### src/rtl/slot_irq_pkg.sv
package slot_irq_pkg;
  localparam int SLOTS   = 4;
  localparam int LINES   = 2;
  localparam int NREQ    = SLOTS * LINES;
  localparam int REG_W   = 16;
  localparam int CTRL_W  = 8;
  localparam int ERR_LO  = NREQ;
  localparam int ERR_N   = 4;
  localparam int TMO_LO  = ERR_LO + ERR_N;
  localparam int CB_EDGE = 4;
  localparam int CB_EN   = 6;
  localparam int W_REV   = 0;
  localparam int W_CTRL  = 1;
  localparam int W_RST   = 5;
  localparam int W_STAT  = 6;

  typedef logic [CTRL_W-1:0] ctrl_t;
  typedef logic [REG_W-1:0]  word_t;
endpackage

### src/rtl/slot_irq_regs.sv
module slot_irq_regs
  import slot_irq_pkg::*;
#(
  parameter int ADDR_W = 8
) (
  input  logic                          clk,
  input  logic                          rst_n,
  input  logic                          bus_we,
  input  logic [ADDR_W-1:0]             bus_addr,
  input  word_t                         bus_wdata,
  input  word_t                         st_q,
  output logic [SLOTS-1:0][CTRL_W-1:0]  ctrl_q,
  output logic                          wr_stat,
  output word_t                         bus_rdata
);
  localparam int WI_W = ADDR_W - 1;

  logic [WI_W-1:0]                widx;
  logic [SLOTS-1:0]               ctrl_we;
  logic [SLOTS-1:0][CTRL_W-1:0]   ctrl_d;
  logic                           unused_rg;

  assign widx      = bus_addr[ADDR_W-1:1];
  assign wr_stat   = bus_we && (widx == WI_W'(W_STAT));
  assign unused_rg = ^{bus_addr[0], bus_wdata};

  for (genvar n = 0; n < SLOTS; n++) begin : g_ctrl
    assign ctrl_we[n] = bus_we && (widx == WI_W'(W_CTRL + n));


    ctrl_write_chk: assert property (@(posedge clk) disable iff (!rst_n)
      ctrl_we[n] |=> ctrl_q[n] == $past(bus_wdata[CTRL_W-1:0]));
  end

  always_comb begin
    for (int n = 0; n < SLOTS; n++) begin
      ctrl_d[n] = ctrl_we[n] ? bus_wdata[CTRL_W-1:0] : ctrl_q[n];
    end
  end

  always_ff @(posedge clk or negedge rst_n) begin
    if (!rst_n) begin
      ctrl_q <= '0;
    end else begin
      ctrl_q <= ctrl_d;
    end
  end

  always_comb begin
    bus_rdata = '0;
    if (widx == WI_W'(W_STAT)) begin
      bus_rdata = st_q;
    end
    for (int n = 0; n < SLOTS; n++) begin
      if (widx == WI_W'(W_CTRL + n)) begin
        bus_rdata = {{(REG_W-CTRL_W){1'b0}}, ctrl_q[n]};
      end
    end
  end
endmodule

### src/rtl/slot_irq_status.sv
module slot_irq_status
  import slot_irq_pkg::*;
(
  input  logic                          clk,
  input  logic                          rst_n,
  input  logic [NREQ-1:0]               req_i,
  input  logic [SLOTS-1:0]              tmo_i,
  input  logic [SLOTS-1:0][CTRL_W-1:0]  ctrl_q,
  input  logic                          wr_stat,
  input  word_t                         wdata,
  output word_t                         st_q,
  output word_t                         st_d,
  output logic [NREQ-1:0]               edge_mask,
  output logic                          lvl_evt,
  output logic                          edge_rise,
  output logic [NREQ-1:0]               ack_o
);
  logic [NREQ-1:0] req_q;
  logic [NREQ-1:0] line_en;
  logic [NREQ-1:0] chg;
  logic [NREQ-1:0] lvl_hit;
  logic [NREQ-1:0] rise;
  logic [NREQ-1:0] ack_d;
  logic            unused_sts;

  assign unused_sts = ^{wdata, ctrl_q};

  always_comb begin
    for (int i = 0; i < NREQ; i++) begin
      line_en[i]   = ctrl_q[i / LINES][CB_EN + (i % LINES)];
      edge_mask[i] = ctrl_q[i / LINES][CB_EDGE + (i % LINES)];
      chg[i]       = line_en[i] & (req_i[i] ^ req_q[i]) & (req_i[i] ^ st_q[i]);
      lvl_hit[i]   = chg[i] & ~edge_mask[i];
      rise[i]      = chg[i] & edge_mask[i] & req_i[i];
    end
  end

  always_comb begin
    st_d = '0;
    for (int i = 0; i < NREQ; i++) begin
      st_d[i] = chg[i] ? req_i[i] : st_q[i];
    end
    for (int n = 0; n < SLOTS; n++) begin
      st_d[TMO_LO + n] = tmo_i[n] |
                         (st_q[TMO_LO + n] & ~(wr_stat & wdata[TMO_LO + n]));
    end
  end

  assign ack_d     = wr_stat ? wdata[NREQ-1:0] : '0;
  assign lvl_evt   = |lvl_hit;
  assign edge_rise = |rise;

  always_ff @(posedge clk or negedge rst_n) begin
    if (!rst_n) begin
      req_q <= '0;
      st_q  <= '0;
      ack_o <= '0;
    end else begin
      req_q <= req_i;
      st_q  <= st_d;
      ack_o <= ack_d;
    end
  end

  for (genvar i = 0; i < NREQ; i++) begin : g_line_chk
    localparam int S = i / LINES;
    localparam int L = i % LINES;

    off_line_stable_chk: assert property (@(posedge clk) disable iff (!rst_n)
      !ctrl_q[S][CB_EN + L] |=> st_q[i] == $past(st_q[i]));

    ack_from_write_chk: assert property (@(posedge clk) disable iff (!rst_n)
      ack_o[i] |-> $past(wr_stat && wdata[i]));
  end

  for (genvar n = 0; n < SLOTS; n++) begin : g_tmo_chk

    tmo_clear_chk: assert property (@(posedge clk) disable iff (!rst_n)
      (wr_stat && wdata[TMO_LO + n] && !tmo_i[n]) |=> !st_q[TMO_LO + n]);

    tmo_set_chk: assert property (@(posedge clk) disable iff (!rst_n)
      tmo_i[n] |=> st_q[TMO_LO + n]);
  end
endmodule

### src/rtl/slot_irq_host.sv
module slot_irq_host
  import slot_irq_pkg::*;
(
  input  logic            clk,
  input  logic            rst_n,
  input  word_t           st_d,
  input  logic [NREQ-1:0] edge_mask,
  input  logic            lvl_evt,
  input  logic            edge_rise,
  output logic            host_irq
);
  word_t lvl_src;
  logic  lvl_q;
  logic  lvl_d;
  logic  pulse_d;
  logic  host_d;

  assign lvl_src = st_d & ~{{(REG_W-NREQ){1'b0}}, edge_mask};
  assign lvl_d   = lvl_evt ? (|lvl_src) : lvl_q;
  assign pulse_d = edge_rise & ~lvl_q;
  assign host_d  = lvl_d | pulse_d;

  always_ff @(posedge clk or negedge rst_n) begin
    if (!rst_n) begin
      lvl_q    <= 1'b0;
      host_irq <= 1'b0;
    end else begin
      lvl_q    <= lvl_d;
      host_irq <= host_d;
    end
  end


  lvl_rise_cause_chk: assert property (@(posedge clk) disable iff (!rst_n)
    $rose(lvl_q) |-> $past(lvl_evt));

  lvl_fall_cause_chk: assert property (@(posedge clk) disable iff (!rst_n)
    $fell(lvl_q) |-> $past(lvl_evt));
endmodule

### src/rtl/slot_irq_unit.sv
module slot_irq_unit
  import slot_irq_pkg::*;
#(
  parameter int ADDR_W = 8
) (
  input  logic              clk,
  input  logic              rst_n,
  input  logic              bus_we,
  input  logic [ADDR_W-1:0] bus_addr,
  input  logic [REG_W-1:0]  bus_wdata,
  output logic [REG_W-1:0]  bus_rdata,
  input  logic [NREQ-1:0]   slot_req,
  input  logic [SLOTS-1:0]  slot_tmo,
  output logic [NREQ-1:0]   slot_ack,
  output logic              host_irq
);
  logic [SLOTS-1:0][CTRL_W-1:0] ctrl_q;
  logic                         wr_stat;
  word_t                        st_q;
  word_t                        st_d;
  logic [NREQ-1:0]              edge_mask;
  logic                         lvl_evt;
  logic                         edge_rise;

  slot_irq_regs #(.ADDR_W(ADDR_W)) u_regs (
    .clk       (clk),
    .rst_n     (rst_n),
    .bus_we    (bus_we),
    .bus_addr  (bus_addr),
    .bus_wdata (bus_wdata),
    .st_q      (st_q),
    .ctrl_q    (ctrl_q),
    .wr_stat   (wr_stat),
    .bus_rdata (bus_rdata)
  );

  slot_irq_status u_status (
    .clk       (clk),
    .rst_n     (rst_n),
    .req_i     (slot_req),
    .tmo_i     (slot_tmo),
    .ctrl_q    (ctrl_q),
    .wr_stat   (wr_stat),
    .wdata     (bus_wdata),
    .st_q      (st_q),
    .st_d      (st_d),
    .edge_mask (edge_mask),
    .lvl_evt   (lvl_evt),
    .edge_rise (edge_rise),
    .ack_o     (slot_ack)
  );

  slot_irq_host u_host (
    .clk       (clk),
    .rst_n     (rst_n),
    .st_d      (st_d),
    .edge_mask (edge_mask),
    .lvl_evt   (lvl_evt),
    .edge_rise (edge_rise),
    .host_irq  (host_irq)
  );


  host_rise_needs_change_chk: assert property (@(posedge clk) disable iff (!rst_n)
    $rose(host_irq) |-> !$stable(st_q));

  err_bits_zero_chk: assert property (@(posedge clk) disable iff (!rst_n)
    st_q[TMO_LO-1:ERR_LO] == '0);
endmodule

### config.mk
export PLATFORM = sky130hd
export DESIGN_NAME = slot_irq_unit
export DESIGN_NICKNAME = d
export VERILOG_FILES = /design/src/rtl/slot_irq_pkg.sv /design/src/rtl/slot_irq_regs.sv /design/src/rtl/slot_irq_status.sv /design/src/rtl/slot_irq_host.sv /design/src/rtl/slot_irq_unit.sv
export SDC_FILE = /design/constraint.sdc
export NUM_CORES = 1
export LEC_CHECK = 0
export BUFFER_PORTS_ARGS = -buffer_cell sky130_fd_sc_hd__buf_4
export CAP_MARGIN = 10
export CORE_MARGIN = 2
export CORE_UTILIZATION = 54
export DETAILED_ROUTE_END_ITERATION = 8
export PLACE_DENSITY = 0.86
export SYNTH_ARGS = -nofsm -noshare
export SYNTH_HDL_FRONTEND = slang
export SYNTH_SLANG_ARGS = --single-unit
### constraint.sdc
create_clock -name clk -period 2.4 [get_ports clk]
set_clock_uncertainty 0.15 [all_clocks]
set_input_delay 0.36 -clock clk [delete_from_list [all_inputs] [get_ports clk]]
set_output_delay 0.36 -clock clk [all_outputs]
set_load 0.01 [all_outputs]
==> results of run 1 <==
logic make-up (layout without fill, tap and decap cells):
group                  count (synthesis)  in the layout  share of synthesized area, %
and+or+nand+nor                      118            119                          21.9
AOI/OAI and AO/OA                     62             62                          12.5
DFF                                   62             62                          48.6
buffers and inverters                 23            103                          3.21
muxes                                 40             40                          13.8
other                                  1              4                         0.117
timing repair:
item,in CTS,in global routing
setup buffers,3,0
pin swaps,11,1
hold endpoints to repair,66,0
gates cloned,0,1
endpoints found under the setup margin,8,8
hold buffers,5,0
gates resized for setup,12,5
area by class of cell:
type                       instances  area, µm²
clock inverter                     7       81.3
clock buffer                       9        124
fill                             433       1720
inverter                          12       45.0
timing repair buffer              75        591
tap                               75       93.8
multi-input combinational        225       1610
sequential                        62       1550
worst min path at each step:
stage | from | end | slack, ns | cells past startpoint
6_report | slot_req[2] | u_status.req_q[2] | 0.01 | 1
5_1_grt | slot_req[4] | u_status.req_q[4] | -0.0006 | 1
4_1_cts | slot_req[1] | u_status.req_q[1] | 0.002 | 1
3_5_place_dp | rst_n | u_status.st_q[3] | 0.34 | 1
3_3_place_gp | rst_n | u_status.req_q[3] | 0.34 | 1
2_1_floorplan | rst_n | u_host.host_irq | -0.09 | 0
metrics by stage:
| step | area (µm²) | hold slack (ns) | instances | setup TNS [ns] |
|---|---|---|---|---|
| floorplan | 3210 | -0.0856 | 309 | 0 |
| global placement | 3740 | 0.337 | 440 | -0.0554 |
| detailed placement | 3740 | 0.340 | 440 | -0.343 |
| CTS | 4080 | 0.00182 | 464 | -0.218 |
| global route | 4100 | -0.000611 | 465 | -0.788 |
| finish | 4100 | 0.0113 | 465 | -0.253 |
synth_stat cells (3+ instances only):
cell type  instances  area (µm²)
dfrtp_1           62        1550
o22ai_1            6        37.5
a31oi_1            3        18.8
nor3_1             4        20.0
nor4_1             4        25.0
inv_1             12        45.0
nand4_1            7        43.8
clkbuf_1           5        18.8
nand2_1           17        63.8
and3_1             9        56.3
mux2_2            32         360
nand2b_1          11        68.8
mux2i_1            8        80.1
buf_4              4        30.0
nand3b_1           3        22.5
a221oi_1           8        70.1
a21o_1             3        22.5
nor2b_1            9        56.3
o32ai_1            3        26.3
and2_1             4        25.0
o21ai_0            5        25.0
a21oi_1           27         135
nand3_1            5        25.0
nand4b_1           4        35.0
nor2_1            27         101
sequential cells by signal, indices dropped and copies added (netlist names):
register / cells
u_regs.ctrl_q: 32
u_status.st_q: 12
u_status.ack_o: 8
u_status.req_q: 8
u_host.host_irq: 1
u_host.lvl_q: 1
layer usage:
layer | wire length (µm) | GRT usage, %
met5 | 0 | 0
met4 | 193 | 12.2
met3 | 631 | 8.33
met2 | 4310 | 44.4
met1 | 3570 | 33.4
where the power goes:
group | switching [W] | total [W] | internal [W]
sequential | 0.0000792 | 0.00119 | 0.00111
combinational | 0.000144 | 0.000291 | 0.000147
clock | 0.000466 | 0.000959 | 0.000493
total | 0.000690 | 0.00244 | 0.00175
critical path: stages:
cell      delay [ns]
buf_6           0.09
or4_4           0.56
buf_6           0.14
nor2_4          0.13
nand2_4         0.12
nor2_1          0.20
a221oi_2        0.06
a21oi_2         0.16
buf_4           0.14
==> impl_metrics.py, run 1 <==
metrics = {
    "power": {
        "vdd_drop_max_mv": 0.511,
        "power_leakage_nw": 1.93,
        "pwr_density_cell_mw_per_mm2": 595,
        "p_total_w": 0.00244,
    },
    "clock_network": {
        "htreeDepth": 3,
        "cts_root_buffer": "clkbuf_8",
        "clock-sinks": 62,
        "cts_buffers": 9,
        "clk-insertion-delay-late_ns": 0.36,
        "path_clk_slew_ns": 0.08,
        "cts_tree": "built",
        "cts_buffer_depth": 2,
    },
    "placed_design": {
        "dp_hpwl_um": 5630,
        "portBuffers": 54,
        "gp_congestion": 0.888,
        "preCtsSetupSlack_ns": -0.0568,
    },
    "sta": {
        "fin_crit_sh_pct": 103,
        "final_max_slew_viol_count": 0,
        "final-hold-violation-count": 0,
        "rsz0062_at_grt": "yes",
        "worst_slack_ns": -0.0833,
        "period_needed_ns": 2.48,
        "max-slew-margin-rel_pct": 48.4,
        "finalSetupViolations": 6,
        "worst_pin_slew_ns": 0.773,
        "fmax_mhz": 403,
    },
    "route": {
        "wl_um": 8710,
        "viasPerCell": 6.06,
        "drcViolationCount": 0,
        "drt-wirelength-per-cell_um": 18.7,
        "drt_iter0_drc": 252,
        "ant_nets": 0,
        "vias": 2819,
        "dr.pass1.iters": 4,
    },
    "yosys": {
        "ys.flop_type": "dfrtp_1",
        "synth_edf_count": 0,
        "synth_area_per_cell_um2": 10.4,
        "syn_inst": 306,
        "synth_area_mm2": 0.00319,
        "seq_area_frac_synth_pct": 48.6,
        "synth-seq-cells": 62,
        "synthArstFlopShare_pct": 100,
        "ys_warn_count": 0,
        "synth.distinct_cells": 46,
    },
    "die": {
        "die_h_um": 80.9,
        "dieArea_mm2": 0.00655,
        "start_util_pct": 54.9,
        "dieWidth_um": 80.9,
        "core_mm2": 0.00582,
        "rows": 28,
        "io_pins": 64,
    },
    "finish": {
        "syn2layout_area_growth_pct": 28.3,
        "mostFrequentLayoutCells": "buf_4, dfrtp_1, mux2_2",
        "fin_util_pct": 70.5,
        "final_common_cell": "buf_4",
        "num_antenna_cells": 0,
        "fin_nets": 424,
        "layout-drive-gt1-share_pct": 36.4,
    },
    "setup_path": {
        "start_kind": "input pin",
        "crit_type": "input pin to primary output",
        "endpoint": "bus_rdata[4]",
        "required_ns": 1.89,
        "worstReg2RegEnd": "u_host.lvl_q",
        "r2r_start": "u_status.st_q[12]",
        "cp_max_fo": 5,
        "r2r_setup_slack_ns": 0.22,
        "startpoint": "bus_addr[4]",
        "cp-end-kind": "primary output",
        "r2r_cells": 7,
        "worst_ep_arrival_time_ns": 1.97,
    },
    "min_path": {
        "hold_class": "input pin to flop",
    },
    "run_status": {
        "outcome": "finished with violations",
        "violations": "negative setup slack",
    },
    "grt": {
        "grt_overflow": 0,
        "grt_pass1_wl_um": 13300,
        "grt_max_degree": 63,
        "antenna_found_initial": 0,
        "grt_pass1_vias": 2728,
        "grtUsageTotal_pct": 27.2,
    },
    "flow_run": {
        "maxCapViolations": 0,
    },
}
Power figures use the tool's default switching activity.
==> inputs of run 2 (changes only) <==
--- a/config.mk
+++ b/config.mk
@@ -6,11 +6,12 @@
 export NUM_CORES = 1
 export LEC_CHECK = 0
 export BUFFER_PORTS_ARGS = -buffer_cell sky130_fd_sc_hd__buf_4
-export CAP_MARGIN = 10
+export CAP_MARGIN = 30
 export CORE_MARGIN = 2
 export CORE_UTILIZATION = 54
 export DETAILED_ROUTE_END_ITERATION = 8
 export PLACE_DENSITY = 0.86
+export SKIP_LAST_GASP = 1
 export SYNTH_ARGS = -nofsm -noshare
 export SYNTH_HDL_FRONTEND = slang
 export SYNTH_SLANG_ARGS = --single-unit
==> impl_metrics.py, run 2 (synthesis gave the netlist of run 1 again) <==
metrics = {
    "clock_network": {
        "clock-sinks": 62,
        "cts_buffers": 9,
        "cts_buffer_depth": 2,
        "cts_tree": "built",
        "cts_root_buffer": "clkbuf_8",
        "htreeDepth": 3,
        "clk-insertion-delay-late_ns": 0.35,
        "path_clk_slew_ns": 0.07,
    },
    "power": {
        "p_total_w": 0.00243,
        "pwr_density_cell_mw_per_mm2": 592,
        "vdd_drop_max_mv": 0.491,
        "power_leakage_nw": 1.93,
    },
    "route": {
        "vias": 2823,
        "drt-wirelength-per-cell_um": 18.7,
        "wl_um": 8680,
        "viasPerCell": 6.07,
        "drt_iter0_drc": 196,
        "drcViolationCount": 0,
        "ant_nets": 0,
        "dr.pass1.iters": 5,
    },
    "die": {
        "die_h_um": 80.9,
        "io_pins": 64,
        "dieArea_mm2": 0.00655,
        "core_mm2": 0.00582,
        "start_util_pct": 54.9,
        "rows": 28,
        "dieWidth_um": 80.9,
    },
    "grt": {
        "grt_overflow": 0,
        "grt_pass1_vias": 2703,
        "grtUsageTotal_pct": 26.9,
        "grt_max_degree": 63,
        "antenna_found_initial": 0,
        "grt_pass1_wl_um": 13100,
    },
    "min_path": {
        "hold_class": "input pin to flop",
        "hold-path-endpoint": "u_status.req_q[1]",
        "hold_depth": 1,
        "hold_start": "slot_req[1]",
    },
    "sta": {
        "period_needed_ns": 2.48,
        "final_max_slew_viol_count": 0,
        "max-slew-margin-rel_pct": 48.1,
        "fin_crit_sh_pct": 103,
        "final-hold-violation-count": 0,
        "worst_pin_slew_ns": 0.778,
        "fmax_mhz": 404,
        "rsz0062_at_grt": "yes",
        "fin_tns_setup_ns": -0.303,
        "holdWs_ns": 0.0152,
        "finalSetupViolations": 8,
        "worst_slack_ns": -0.0753,
    },
    "placed_design": {
        "dp_hpwl_um": 5630,
        "preCtsSetupSlack_ns": -0.0568,
        "dpl.cell_count": 440,
        "portBuffers": 54,
        "gp_congestion": 0.888,
    },
    "finish": {
        "stdcell_count": 465,
        "layout-drive-gt1-share_pct": 36.9,
        "num_antenna_cells": 0,
        "largest_reg_flops": 32,
        "fill_cells": 424,
        "regMostFlops": "u_regs.ctrl_q",
        "fin_nets": 424,
        "mostFrequentLayoutCells": "buf_4, dfrtp_1, mux2_2",
        "final_common_cell": "buf_4",
        "top_regs": "u_regs.ctrl_q (32), u_status.st_q (12)",
        "syn2layout_area_growth_pct": 28.6,
    },
    "setup_path": {
        "crit_type": "input pin to primary output",
        "r2r_cells": 7,
        "required_ns": 1.89,
        "cp_max_fo": 4,
        "start_kind": "input pin",
        "worstReg2RegEnd": "u_host.lvl_q",
        "worst_ep_arrival_time_ns": 1.97,
        "r2r_setup_slack_ns": 0.21,
        "r2r_start": "u_status.st_q[12]",
        "cp-end-kind": "primary output",
    },
    "flow_run": {
        "maxCapViolations": 0,
    },
    "run_status": {
        "outcome": "finished with violations",
        "violations": "negative setup slack",
    },
}
==> run 2: cell counts in the layout (fill, tap and decap cells not counted) <==
No cell type changed its count.
==> run 2: cell type report <==
| class | count | area [µm²] | area share (%) |
|---|---|---|---|
| Multi-Input combinational cell | 225 | 1620 | 39.5 |
| Clock inverter | 7 | 81.3 | 1.98 |
| Tap cell | 75 | 93.8 | 2.28 |
| Clock buffer | 9 | 124 | 3.01 |
| Sequential cell | 62 | 1550 | 37.8 |
| Timing Repair Buffer | 75 | 591 | 14.4 |
| Inverter | 12 | 45.0 | 1.10 |
==> run 2: how the worst max path moves through the flow <==
stage | startpoint | endpoint | cells after the start
2_1_floorplan | bus_addr[6] | bus_rdata[0] | 4
3_3_place_gp | bus_addr[6] | bus_rdata[1] | 7
3_5_place_dp | bus_addr[6] | bus_rdata[1] | 7
4_1_cts | bus_addr[4] | bus_rdata[7] | 7
5_1_grt | bus_addr[4] | bus_rdata[6] | 9
6_report | bus_addr[4] | bus_rdata[6] | 9
==> run 2: stage by stage <==
step	instance area [µm²]	util, %
after floorplan	3210	-
after global placement	3740	64.4
after detailed placement	3740	64.4
after CTS	4070	70.1
after global routing	4110	70.7
final	4110	70.7
==> run 2: layer usage <==
layer / wire length (µm) / vias up / share of wire, % / track usage, %
met5: 0 / - / 0 / 0
met4: 221 / 0 / 2.5 / 10.7
met3: 626 / 29 / 7.2 / 8.56
met2: 4300 / 134 / 50 / 44.9
met1: 3530 / 1378 / 41 / 32.5
li1: - / 1282 / - / -
==> run 2: where the power goes <==
group	switching (W)	internal, W
registers	0.0000782	0.00111
logic	0.000145	0.000147
clock network	0.000460	0.000493
==> run 2: worst max-delay path: stages <==
cell and delay, ns:
buf_6 0.09, or4_4 0.55, buf_6 0.14, nor2_4 0.14, nand2_2 0.13, nor2_2 0.16
a221oi_2 0.05, a21oi_2 0.18, buf_4 0.15
==> run 2: what timing repair did <==
item / in CTS / in global routing
hold endpoints to repair: 66 / 0
setup buffers: 3 / 0
cloned: 0 / 1
resized for setup: 11 / 9
hold buffers: 5 / 0
endpoints found under the setup margin: 8 / 8
pin swaps: 11 / 3
==> inputs of run 3 (changes only) <==
--- a/config.mk
+++ b/config.mk
@@ -8,9 +8,10 @@
 export BUFFER_PORTS_ARGS = -buffer_cell sky130_fd_sc_hd__buf_4
 export CAP_MARGIN = 30
 export CORE_MARGIN = 2
-export CORE_UTILIZATION = 54
+export CORE_UTILIZATION = 40
 export DETAILED_ROUTE_END_ITERATION = 8
-export PLACE_DENSITY = 0.86
+export PLACE_DENSITY = 0.68
+export REMOVE_ABC_BUFFERS = 1
 export SKIP_LAST_GASP = 1
 export SYNTH_ARGS = -nofsm -noshare
 export SYNTH_HDL_FRONTEND = slang
==> impl_metrics.py, run 3 (synthesis gave the netlist of run 1 again) <==
metrics = {
    "setup_path": {
        "cpPeakStageDelay_ns": 0.56,
        "worst-path-buf-inv": 4,
        "cpMaxStageDelayCell": "or4_4",
        "crit_family": "simple AND/OR/NAND/NOR gates",
        "crit_top_cell": "buf_4",
        "worstPathCellList": "buf_6 > or4_4 > nor4b_4 > buf_4 > buf_12 > a221oi_2 > a21oi_1 > buf_4",
        "crit_type": "input pin to primary output",
        "required_ns": 1.89,
        "cp_max_fo": 5,
        "cp-end-kind": "primary output",
        "start_kind": "input pin",
        "worst_ep_arrival_time_ns": 1.98,
    },
    "placed_design": {
        "gp_congestion": 0.907,
        "portBuffers": 54,
        "preCtsSetupSlack_ns": -0.0732,
        "placed_cell_area_mm2": 0.00381,
        "dpl.cell_count": 469,
        "dp_hpwl_um": 5590,
    },
    "clock_network": {
        "cts_buffers": 9,
        "cts_tree": "built",
        "clk-insertion-delay-late_ns": 0.33,
        "htreeDepth": 3,
        "cts_buffer_depth": 2,
        "clock-sinks": 62,
        "path_clk_slew_ns": 0.07,
        "cts_root_buffer": "clkbuf_8",
    },
    "grt": {
        "grt_max_degree": 63,
        "antenna_found_initial": 0,
        "grtUsageTotal_pct": 19.4,
        "grt_pass1_vias": 2569,
        "grt_overflow": 0,
        "grt_pass1_wl_um": 13100,
    },
    "finish": {
        "fin_nets": 422,
        "mostFrequentLayoutCells": "buf_4, dfrtp_1, mux2_2",
        "finalInstanceArea_mm2": 0.00410,
        "final_common_cell": "buf_4",
        "largest_reg_flops": 32,
        "num_antenna_cells": 0,
        "stdcell_count": 490,
        "top_regs": "u_regs.ctrl_q (32), u_status.st_q (12)",
        "syn2layout_area_growth_pct": 28.2,
        "regMostFlops": "u_regs.ctrl_q",
        "layout-drive-gt1-share_pct": 35.6,
    },
    "die": {
        "core_mm2": 0.00773,
        "die_h_um": 93.4,
        "start_util_pct": 41.3,
        "dieArea_mm2": 0.00872,
        "io_pins": 64,
        "rows": 32,
        "dieWidth_um": 93.4,
    },
    "run_status": {
        "violations": "negative setup slack",
        "outcome": "finished with violations",
    },
    "route": {
        "viasPerCell": 5.48,
        "wl_um": 8100,
        "dr.pass1.iters": 4,
        "drcViolationCount": 0,
        "ant_nets": 0,
        "vias": 2686,
        "drt-wirelength-per-cell_um": 16.5,
        "drt_iter0_drc": 184,
    },
    "min_path": {
        "hold_class": "input pin to flop",
    },
    "sta": {
        "fin_crit_sh_pct": 104,
        "finalSetupViolations": 8,
        "rsz0062_at_grt": "yes",
        "fin_tns_setup_ns": -0.428,
        "period_needed_ns": 2.49,
        "final_max_slew_viol_count": 0,
        "final-hold-violation-count": 0,
        "fmax_mhz": 401,
        "max-slew-margin-rel_pct": 47.8,
        "worst_slack_ns": -0.0913,
        "worst_pin_slew_ns": 0.783,
    },
    "power": {
        "vdd_drop_max_mv": 0.443,
        "pwr_density_cell_mw_per_mm2": 551,
        "power_leakage_nw": 1.92,
    },
    "flow_run": {
        "maxCapViolations": 0,
    },
}
-- run 3: cell types whose count changed in the layout (fill, tap and decap cells not counted), moves of 2 or more --
cell	change
clkinv_2	+3
clkbuf_1	+2
dlygate4sd3_1	-4
clkinv_4	-2
inv_6	-3
nor2_2	-2
nor2_1	+3
-- run 3: area by class of cell --
cell class | count | area [µm²]
sequential | 62 | 1550
multi-input combinational | 225 | 1600
tap | 102 | 128
timing repair buffer | 73 | 599
clock buffer | 12 | 145
inverter | 12 | 45.0
fill | 715 | 3630
clock inverter | 4 | 22.5
-- run 3: worst register-to-register path: cells and delay by family (launching register included) --
family / cells / cell delay, ns
flip-flops: 1 / 0.40
buffers and inverters: 1 / 0.20
AO/OA/AOI/OAI: 1 / 0.36
multiplexers: 1 / 0.28
AND/OR/NAND/NOR: 4 / 0.63
-- run 3: what timing repair did --
item / CTS / global route
endpoints found under the setup margin: 8 / 8
pin swaps: 14 / 9
setup buffers: 0 / 2
resized for setup: 5 / 10
hold endpoints to repair: 62 / 0
hold buffers: 1 / 0
gates cloned: 1 / 1
-- run 3: routing by layer --
| layer | global-route usage (%) | vias to the layer above | share of wire [%] |
|---|---|---|---|
| met4 | 6.62 | 0 | 1.5 |
| met2 | 30.9 | 70 | 48 |
| met3 | 3.95 | 11 | 4.9 |
| met5 | 0 | - | 0 |
| met1 | 26.6 | 1326 | 45 |
| li1 | - | 1279 | - |
-- run 3: path summary, 6_finish.rpt --
kind                                   startpoint  cells after the start                 to  slack (ns)
worst max-delay path                  bus_addr[6]                      8       bus_rdata[5]       -0.09
worst min-delay path                  slot_req[3]                      1  u_status.req_q[3]        0.02
worst max register to register  u_status.st_q[12]                      7       u_host.lvl_q        0.27
max in group asynchronous                   rst_n                      2  u_status.st_q[14]        1.09
worst min register to register  u_regs.ctrl_q[27]                      1  u_regs.ctrl_q[27]        0.36
min in group asynchronous                   rst_n                      2  u_regs.ctrl_q[24]        0.49
-- run 3: power breakdown --
group | switching [W] | internal (W) | leakage, nW
logic | 0.000138 | 0.000143 | 1.04
clock network | 0.000394 | 0.000398 | 0.0861
registers | 0.0000719 | 0.00111 | 0.792
-- run 3: through the flow --
stage | utilization (%) | hold slack (ns) | power (W)
after floorplan | - | -0.0856 | 0.00132
after global placement | 49.3 | 0.336 | 0.00146
after detailed placement | 49.3 | 0.339 | 0.00147
after CTS | 51.9 | 0.00889 | 0.00227
after global routing | 53.0 | 0.00591 | 0.00236
final | 53.0 | 0.0155 | 0.00225
